$ cat config.mk
export PLATFORM = sky130hd
export DESIGN_NAME = hws_shift_unit
export DESIGN_NICKNAME = d
export VERILOG_FILES = /design/src/rtl/hws_pkg.sv /design/src/rtl/hws_count_decode.sv /design/src/rtl/hws_barrel.sv /design/src/rtl/hws_merge.sv /design/src/rtl/hws_flag_gen.sv /design/src/rtl/hws_shift_unit.sv
export SDC_FILE = /design/constraint.sdc
export NUM_CORES = 1
export LEC_CHECK = 0
export BUFFER_PORTS_ARGS = -buffer_cell sky130_fd_sc_hd__clkbuf_2
export CAP_MARGIN = 10
export CELL_PAD_IN_SITES_DETAIL_PLACEMENT = 1
export CELL_PAD_IN_SITES_GLOBAL_PLACEMENT = 2
export CORE_MARGIN = 3
export CORE_UTILIZATION = 31
export DETAILED_ROUTE_END_ITERATION = 12
export GPL_ROUTABILITY_DRIVEN = 0
export GPL_TIMING_DRIVEN = 0
export PLACE_DENSITY_LB_ADDON = 0.12
export SLEW_MARGIN = 30
export SYNTH_ARGS = -nofsm -noshare
export SYNTH_HDL_FRONTEND = slang
export SYNTH_SLANG_ARGS = --single-unit
$ cat constraint.sdc
create_clock -name clk -period 1.85 [get_ports clk]
set_input_delay 0.37 -clock clk [delete_from_list [all_inputs] [get_ports clk]]
set_output_delay 0.37 -clock clk [all_outputs]
set_load 0.05 [all_outputs]
$ cat src/rtl/hws_pkg.sv
package hws_pkg;
   typedef enum logic {
      HWS_ARITH = 1'b0,
      HWS_LOGIC = 1'b1
   } hws_mode_e;

   typedef struct packed {
      logic zero;
      logic neg;
      logic carry;
      logic ovf0;
      logic ovf1;
   } hws_flags_t;
endpackage

$ cat src/rtl/hws_count_decode.sv
module hws_count_decode #(
   parameter int CNT_W = 6
) (
   input  logic [CNT_W-1:0] cnt,
   output logic             go_left,
   output logic [CNT_W-1:0] mag
);
   always_comb begin
      go_left = ~cnt[CNT_W-1];
      if (go_left) mag = cnt;
      else         mag = ~cnt + 1'b1;
   end
endmodule

$ cat src/rtl/hws_barrel.sv
module hws_barrel #(
   parameter int W     = 16,
   parameter int CNT_W = 6
) (
   input  logic [W-1:0]     din,
   input  logic             go_left,
   input  logic             fill_bit,
   input  logic [CNT_W-1:0] mag,
   output logic [W-1:0]     dout
);
   logic [W-1:0] stg [0:CNT_W];
   assign stg[0] = din;

   for (genvar k = 0; k < CNT_W; k++) begin : g_stage
      localparam longint SH = longint'(1) << k;
      if (SH >= W) begin : g_flush
         assign stg[k+1] = mag[k] ? (go_left ? '0 : {W{fill_bit}}) : stg[k];
      end else begin : g_move
         localparam int S = int'(SH);
         logic [W-1:0] lft, rgt;
         assign lft = {stg[k][W-S-1:0], {S{1'b0}}};
         assign rgt = {{S{fill_bit}}, stg[k][W-1:S]};
         assign stg[k+1] = mag[k] ? (go_left ? lft : rgt) : stg[k];
      end
   end

   assign dout = stg[CNT_W];
endmodule

$ cat src/rtl/hws_merge.sv
module hws_merge #(
   parameter int W = 16
) (
   input  logic [W-1:0]   res,
   input  logic           dst_hi,
   input  logic [2*W-1:0] prev,
   output logic [2*W-1:0] merged
);
   always_comb begin
      if (dst_hi) merged = {res, prev[W-1:0]};
      else        merged = {prev[2*W-1:W], res};
   end
endmodule

$ cat src/rtl/hws_flag_gen.sv
module hws_flag_gen
   import hws_pkg::*;
#(
   parameter int W = 16
) (
   input  logic [W-1:0] res,
   output hws_flags_t   flags
);
   always_comb begin
      flags.zero  = (res == '0);
      flags.neg   = res[W-1];
      flags.carry = 1'b0;
      flags.ovf0  = 1'b0;
      flags.ovf1  = 1'b0;
   end
endmodule

$ cat src/rtl/hws_shift_unit.sv
module hws_shift_unit
   import hws_pkg::*;
#(
   parameter int HALF_W = 16,
   parameter int CNT_W  = 6
) (
   input  logic                clk,
   input  logic                rst_n,
   input  logic                in_valid,
   input  logic                in_logical,
   input  logic                in_src_hi,
   input  logic                in_dst_hi,
   input  logic [2*HALF_W-1:0] in_src,
   input  logic [2*HALF_W-1:0] in_count,
   input  logic [2*HALF_W-1:0] in_dst_prev,
   output logic                out_valid,
   output logic [2*HALF_W-1:0] out_word,
   output logic                out_zero,
   output logic                out_neg,
   output logic                out_carry,
   output logic                out_ovf0,
   output logic                out_ovf1
);
   localparam int WORD_W = 2 * HALF_W;

   if (HALF_W < 2) begin : g_bad_half
      $error("hws_shift_unit: HALF_W must be at least 2");
   end
   if (CNT_W < 2 || CNT_W > WORD_W) begin : g_bad_cnt
      $error("hws_shift_unit: CNT_W out of range");
   end

   logic [HALF_W-1:0] src_half;
   logic [HALF_W-1:0] shifted;
   logic [CNT_W-1:0]  mag;
   logic              go_left;
   logic              fill_bit;
   logic [WORD_W-1:0] merged;
   hws_flags_t        flags_d;
   hws_mode_e         mode;

   assign mode     = hws_mode_e'(in_logical);
   assign src_half = in_src_hi ? in_src[WORD_W-1:HALF_W] : in_src[HALF_W-1:0];
   assign fill_bit = (mode == HWS_ARITH) ? src_half[HALF_W-1] : 1'b0;

   hws_count_decode #(.CNT_W(CNT_W)) u_dec (
      .cnt     (in_count[CNT_W-1:0]),
      .go_left (go_left),
      .mag     (mag)
   );

   hws_barrel #(.W(HALF_W), .CNT_W(CNT_W)) u_bar (
      .din      (src_half),
      .go_left  (go_left),
      .fill_bit (fill_bit),
      .mag      (mag),
      .dout     (shifted)
   );

   hws_merge #(.W(HALF_W)) u_mrg (
      .res    (shifted),
      .dst_hi (in_dst_hi),
      .prev   (in_dst_prev),
      .merged (merged)
   );

   hws_flag_gen #(.W(HALF_W)) u_flg (
      .res   (shifted),
      .flags (flags_d)
   );

   hws_flags_t flags_q;

   always_ff @(posedge clk or negedge rst_n) begin
      if (!rst_n) begin
         out_valid <= 1'b0;
         out_word  <= '0;
         flags_q   <= '0;
      end else begin
         out_valid <= in_valid;
         if (in_valid) begin
            out_word <= merged;
            flags_q  <= flags_d;
         end
      end
   end

   assign out_zero  = flags_q.zero;
   assign out_neg   = flags_q.neg;
   assign out_carry = flags_q.carry;
   assign out_ovf0  = flags_q.ovf0;
   assign out_ovf1  = flags_q.ovf1;
endmodule

**Word level (Yosys, flattened, before mapping)**

Index checks and enable logic that the tools add are counted.

- Output and inout port bits: 38
- Input port bits: 102
- Bits in registers: 35

- Multiplexer cells: 15
- $add $sub $neg: 1
- Bitwise logic cells: 1
- Reduce and logical (&&, ||, !) cells: 1

Operator list:

| operator | count |
|---|---|
| two-way mux 16 bit | 12 |
| two-way mux 32 bit | 1 |
| zero test 16 bit | 1 |
| adder 6 x 1 -> 6 bit, second input constant | 1 |
| two-way mux 6 bit | 1 |
| NOT 6 bit | 1 |
| two-way mux 1 bit | 1 |

**Logic depth before layout (Yosys ltp)**

- Depth after elaboration: 13
- Depth in mapped cells: 13
- Gate-level depth less buffers: 10

**Hierarchy**

From an unflattened synthesis, not the netlist that was laid out.

- Cell total of the unflattened synthesis: 450
- Area total of the unflattened synthesis: 4454.3 µm²

By module, submodules not included:

| module | instances | area each (µm²) | cells each |
|---|---|---|---|
| hws_barrel | 1 | 1919.3 | 288 |
| hws_shift_unit | 1 | 1801.7 | 98 |
| hws_merge | 1 | 544.3 | 36 |
| hws_count_decode | 1 | 121.4 | 18 |
| hws_flag_gen | 1 | 67.6 | 10 |

**Worst setup path after synthesis**

Ideal clock, no wire load.

- Path type: input to register
- Start: input in_count[0]
- End: register flags_q (netlist bit out_zero)
- Buffers on the path: 3
- Arrival: 3.393 ns
- Setup time: 0.080 ns
- Slack: -1.623 ns
- Required time: 1.770 ns
- Stages: 13
- Path through: buf_2 -> inv_2 -> clkbuf_1 -> ha_1 -> clkbuf_1 -> mux4_2 -> a22oi_2 -> mux2i_1 -> or4b_1 -> o2111ai_2 -> nand2_1 -> or4b_1 -> o22ai_2

- Cells in the longest elaborated chain, start to end: 13

Ends and longest elaborated chain:

| item | RTL line | source |
|---|---|---|
| start, declared | hws_shift_unit.sv:14 | `input logic [2*HALF_W-1:0] in_count,` |
| NOT 6 bit | hws_count_decode.sv:11 | `else mag = ~cnt + 1'b1;` |
| adder 6 x 1 -> 6 bit | hws_count_decode.sv:11 |  |
| two-way mux 6 bit (*) | hws_count_decode.sv:10 | `if (go_left) mag = cnt;` |
| two-way mux 16 bit (7 in series) | hws_barrel.sv:23 | `assign stg[k+1] = mag[k] ? (go_left ? lft : rgt) : stg[k];` |
| two-way mux 16 bit | hws_barrel.sv:17 | `assign stg[k+1] = mag[k] ? (go_left ? '0 : {W{fill_bit}}) : stg[k];` |
| two-way mux 16 bit (*) | hws_barrel.sv:17 |  |
| zero test 16 bit (*) | hws_flag_gen.sv:10 | `flags.zero = (res == '0);` |
| end signal, assigned | hws_shift_unit.sv:83 | `flags_q <= flags_d;` |
| end, declared | hws_shift_unit.sv:72 | `hws_flags_t flags_q;` |

Every way passes the cells marked *; elsewhere a longest branch is shown, timed or not.
A chain may end at the register's enable or synchronous reset.

**Final worst setup path**

Same ends and word-level chain as after synthesis.

==> out/metrics.yaml <==
global_route:
  grt_pass1_wl_um: 28200
  grt_pass1_vias: 4909
  antenna_found_initial: 0
  grt_max_degree: 36
  grt_overflow_total: 0
  grt.total_usage: 0.255
run_status:
  violations: "negative setup slack"
  outcome: "finished with violations"
synth:
  synth.area.top_cells: "dfrtp_1 (22%), mux2_2 (13%), mux2i_1 (4.8%)"
  synth_warnings: 0
  avgSynthCellArea_um2: 8.59
  synth-seq-area-share: 0.223
  most_used_dff_post_synth: "dfrtp_1"
  synth_async_sr_flop_share: 1.00
  synth-edff-count: 0
  yosys_register_bits: 35
  count_of_unique_library_cells_instantiated_by_yosys: 74
  post_synth_most_frequent_cells: "nor2_1 (46), mux2_2 (44), dfrtp_1 (35)"
  syn_area_um2: 3930
  synth_top_cell_by_area: "dfrtp_1"
  share_of_yosys_cell_area_claimed_by_the_top_area_cell_type: 0.223
  netlist_instances: 457
  post-synth-top-count-cell: "nor2_1"
timing:
  post-route-period-util: 1.65
  setup-tns-final_ns: -34.11
  layout_min_cycle_time_ns: 3.05
  maxClockFrequency_mhz: 328
  grt_setup_unrepaired: "true"
  slew_headroom: 0.396
  timing_worst_slew_pin_value_ns: 0.905
  report.final.setup_viol: 34
  final-max-slew-violation-count: 0
  worst_clock_skew_ns: 0
  timing_hold_violations_final: 0
  worst_slack_ns: -1.20
detailed_routing:
  ant_nets: 0
  detail_route.drc_violations: 0
  dr_total_vias: 4650
  drt_initial_violations: 264
  vias_per_cell: 5.98
  routed_wl_um: 18400
  wl_per_cell_um: 23.7
  dr.pass1.iters: 5
pwr:
  peak_ir_drop_on_the_vdd_network_mv: 0.397
  totalPowerFinal_mw: 4.23
  net-switching-power_mw: 1.85
  static-leakage-power_nw: 2.56
  intPower_mw: 2.38
  seq_power_share: 0.225
  p_comb_frac: 0.564
  clockPowerShare: 0.211
  swShare: 0.437
  cell_pwr_density_nw_per_um2: 693
placement:
  postPlaceCellArea_um2: 4850
  place.detailed.hpwl_um: 13600
  port_buffers: 107
  dpl.cell_count: 734
clock_tree:
  cts_made_buffers: 5
  h-tree-depth: 2
  clock_latency_ns: 0.28
  sink_count: 35
  clock_transition_at_the_register_clock_pins_on_the_worst_setup_and_hold_paths_after_cts_ns: 0.05
  max-clock-path-buffers: 2
  cts_tree: "done"
  ctsRootBufferMaster: "clkbuf_16"
worst_setup_path:
  worst_ep_required_time_ns: 2.06
  worst-path-buf-inv: 5
  critical-path-top-delay-family: "simple AND/OR/NAND/NOR gates"
  worstReg2RegEnd: "out_word[23]"
  timing.critical_path.arrival_ns: 3.25
  critPathKind: "input port to flip-flop"
  timing.critical_path.slowest_stage_cell: "or4b_4"
  cp_num_cells: 14
  critical_path.max_stage_delay_ns: 0.54
  crit_path_start: "in_count[0]"
  rr_startpoint: "out_word[23]"
  timing.reg2reg.setup_slack_ns: 1.05
  worst-path-max-fanout: 5
  critical-path-top-cell-by-count: "clkbuf_16"
  rr_worst_depth: 1
  critical_path.cell_chain: "clkbuf_16 -> buf_12 -> inv_12 -> clkbuf_16 -> ha_4 -> clkbuf_16 -> mux4_2 -> a22oi_2 -> mux2i_4 -> or4b_4 -> o2111ai_4 -> nand2_1 -> or4b_4 -> o22ai_2"
  worst_setup_path_start_kind: "input port"
  end_kind: "flip-flop"
floorplanning:
  die-width_um: 119
  top_ports: 140
  die_height_um: 119
  core-area_um2: 12200
  floorplan.initialDensity: 0.322
  die_area_um2: 14100
  core.rowCount: 40
final_layout:
  final_design_area_no_fill_um2: 6100
  area_of_combinational_cells_with_multiple_inputs_um2: 3640
  fin_nets: 712
  post_route_cells_drive_above_1_share: 0.564
  instances_no_fill: 778
  post-route-util: 0.500
  area.sequential_um2: 876
  fillerInstances: 1453
  layout_overhead_on_the_synthesized_area_pct: 55.3
  num_antenna_cells: 0
worst_hold_path:
  hold_path_class: "input port to async pin"
run:
  timing.max_cap.violations: 0
-- timing repair --
item	CTS	global route
hold buffers	0	0
buffers inserted	31	8
resized for setup	139	42
pin swaps	38	33
gates cloned	1	0
setup endpoints to repair	34	34
-- metal layers --
| layer | track usage | routed length (µm) |
|---|---|---|
| met1 | 0.342 | 8220 |
| met2 | 0.405 | 8550 |
| met3 | 0.0612 | 1220 |
| met4 | 0.0782 | 425 |
| met5 | 0 | 0 |
-- worst max path at each step --
| stage | to |
|---|---|
| after CTS | out_zero |
| after detailed placement | out_zero |
| after global placement | out_zero |
| after global routing | out_zero |
| final | out_zero |
| after floorplan | out_zero |
-- logic make-up after synthesis --
kind of cell	after synthesis	share of synthesized area
buffers and inverters	43	0.0529
adder cells (fa/ha/maj)	1	0.00319
AND/OR/NAND/NOR	133	0.164
multiplexers	79	0.251
XOR/XNOR	5	0.0112
flip-flops	35	0.223
other	1	0.000955
AO/OA/AOI/OAI	160	0.293
-- power by group through the flow --
stage          Sequential (mW)  Clock [mW]  Combinational [mW]
4_1_cts                  0.949       0.913                2.25
3_3_place_gp             0.953           0                1.83
3_5_place_dp             0.959           0                1.85
5_1_grt                  0.963       0.960                2.51
6_report                 0.949       0.892                2.38
2_1_floorplan             1.35           0               0.896
-- through the flow --
step / setup WS (ns) / hold slack, ns
2_1_floorplan: -1.19 / 0.0744
3_3_place_gp: -1.95 / 0.492
3_5_place_dp: -1.90 / 0.496
4_1_cts: -1.21 / 0.227
5_1_grt: -1.28 / 0.229
6_report: -1.20 / 0.185
-- state kept, by name (all words and copies together), names as in the netlist --
name       cells
out_word      32
out_neg        1
out_valid      1
out_zero       1
-- cell type report --
class	count	share of cell area
multi-input combinational	381	0.597
clock buffer	8	0.0256
tap	168	0.0345
sequential	35	0.144
buffer	38	0.0543
inverter	5	0.00513
timing repair buffer	143	0.140
-- cell usage in the layout (no fill, tap or decap), types with 5 or more instances in the layout --
master     count
a21oi_1       25
a21oi_2        9
a221oi_4       6
a22oi_1        7
a22oi_2        8
buf_4         35
buf_6          8
clkbuf_1      13
clkbuf_16      8
clkbuf_2     109
clkbuf_4       5
dfrtp_1       35
mux2_2        25
mux2_4        27
mux2i_1       12
mux2i_4        5
mux4_2         8
nand2_1       29
nand2b_1       5
nand3_1        8
nor2_1        38
nor2_2         7
o211ai_1       5
o21ai_0       10
o21ai_1       10
o21ai_2        6
o22ai_1        5
o22ai_2        6
No activity file was read; power rests on OpenSTA's default activity.
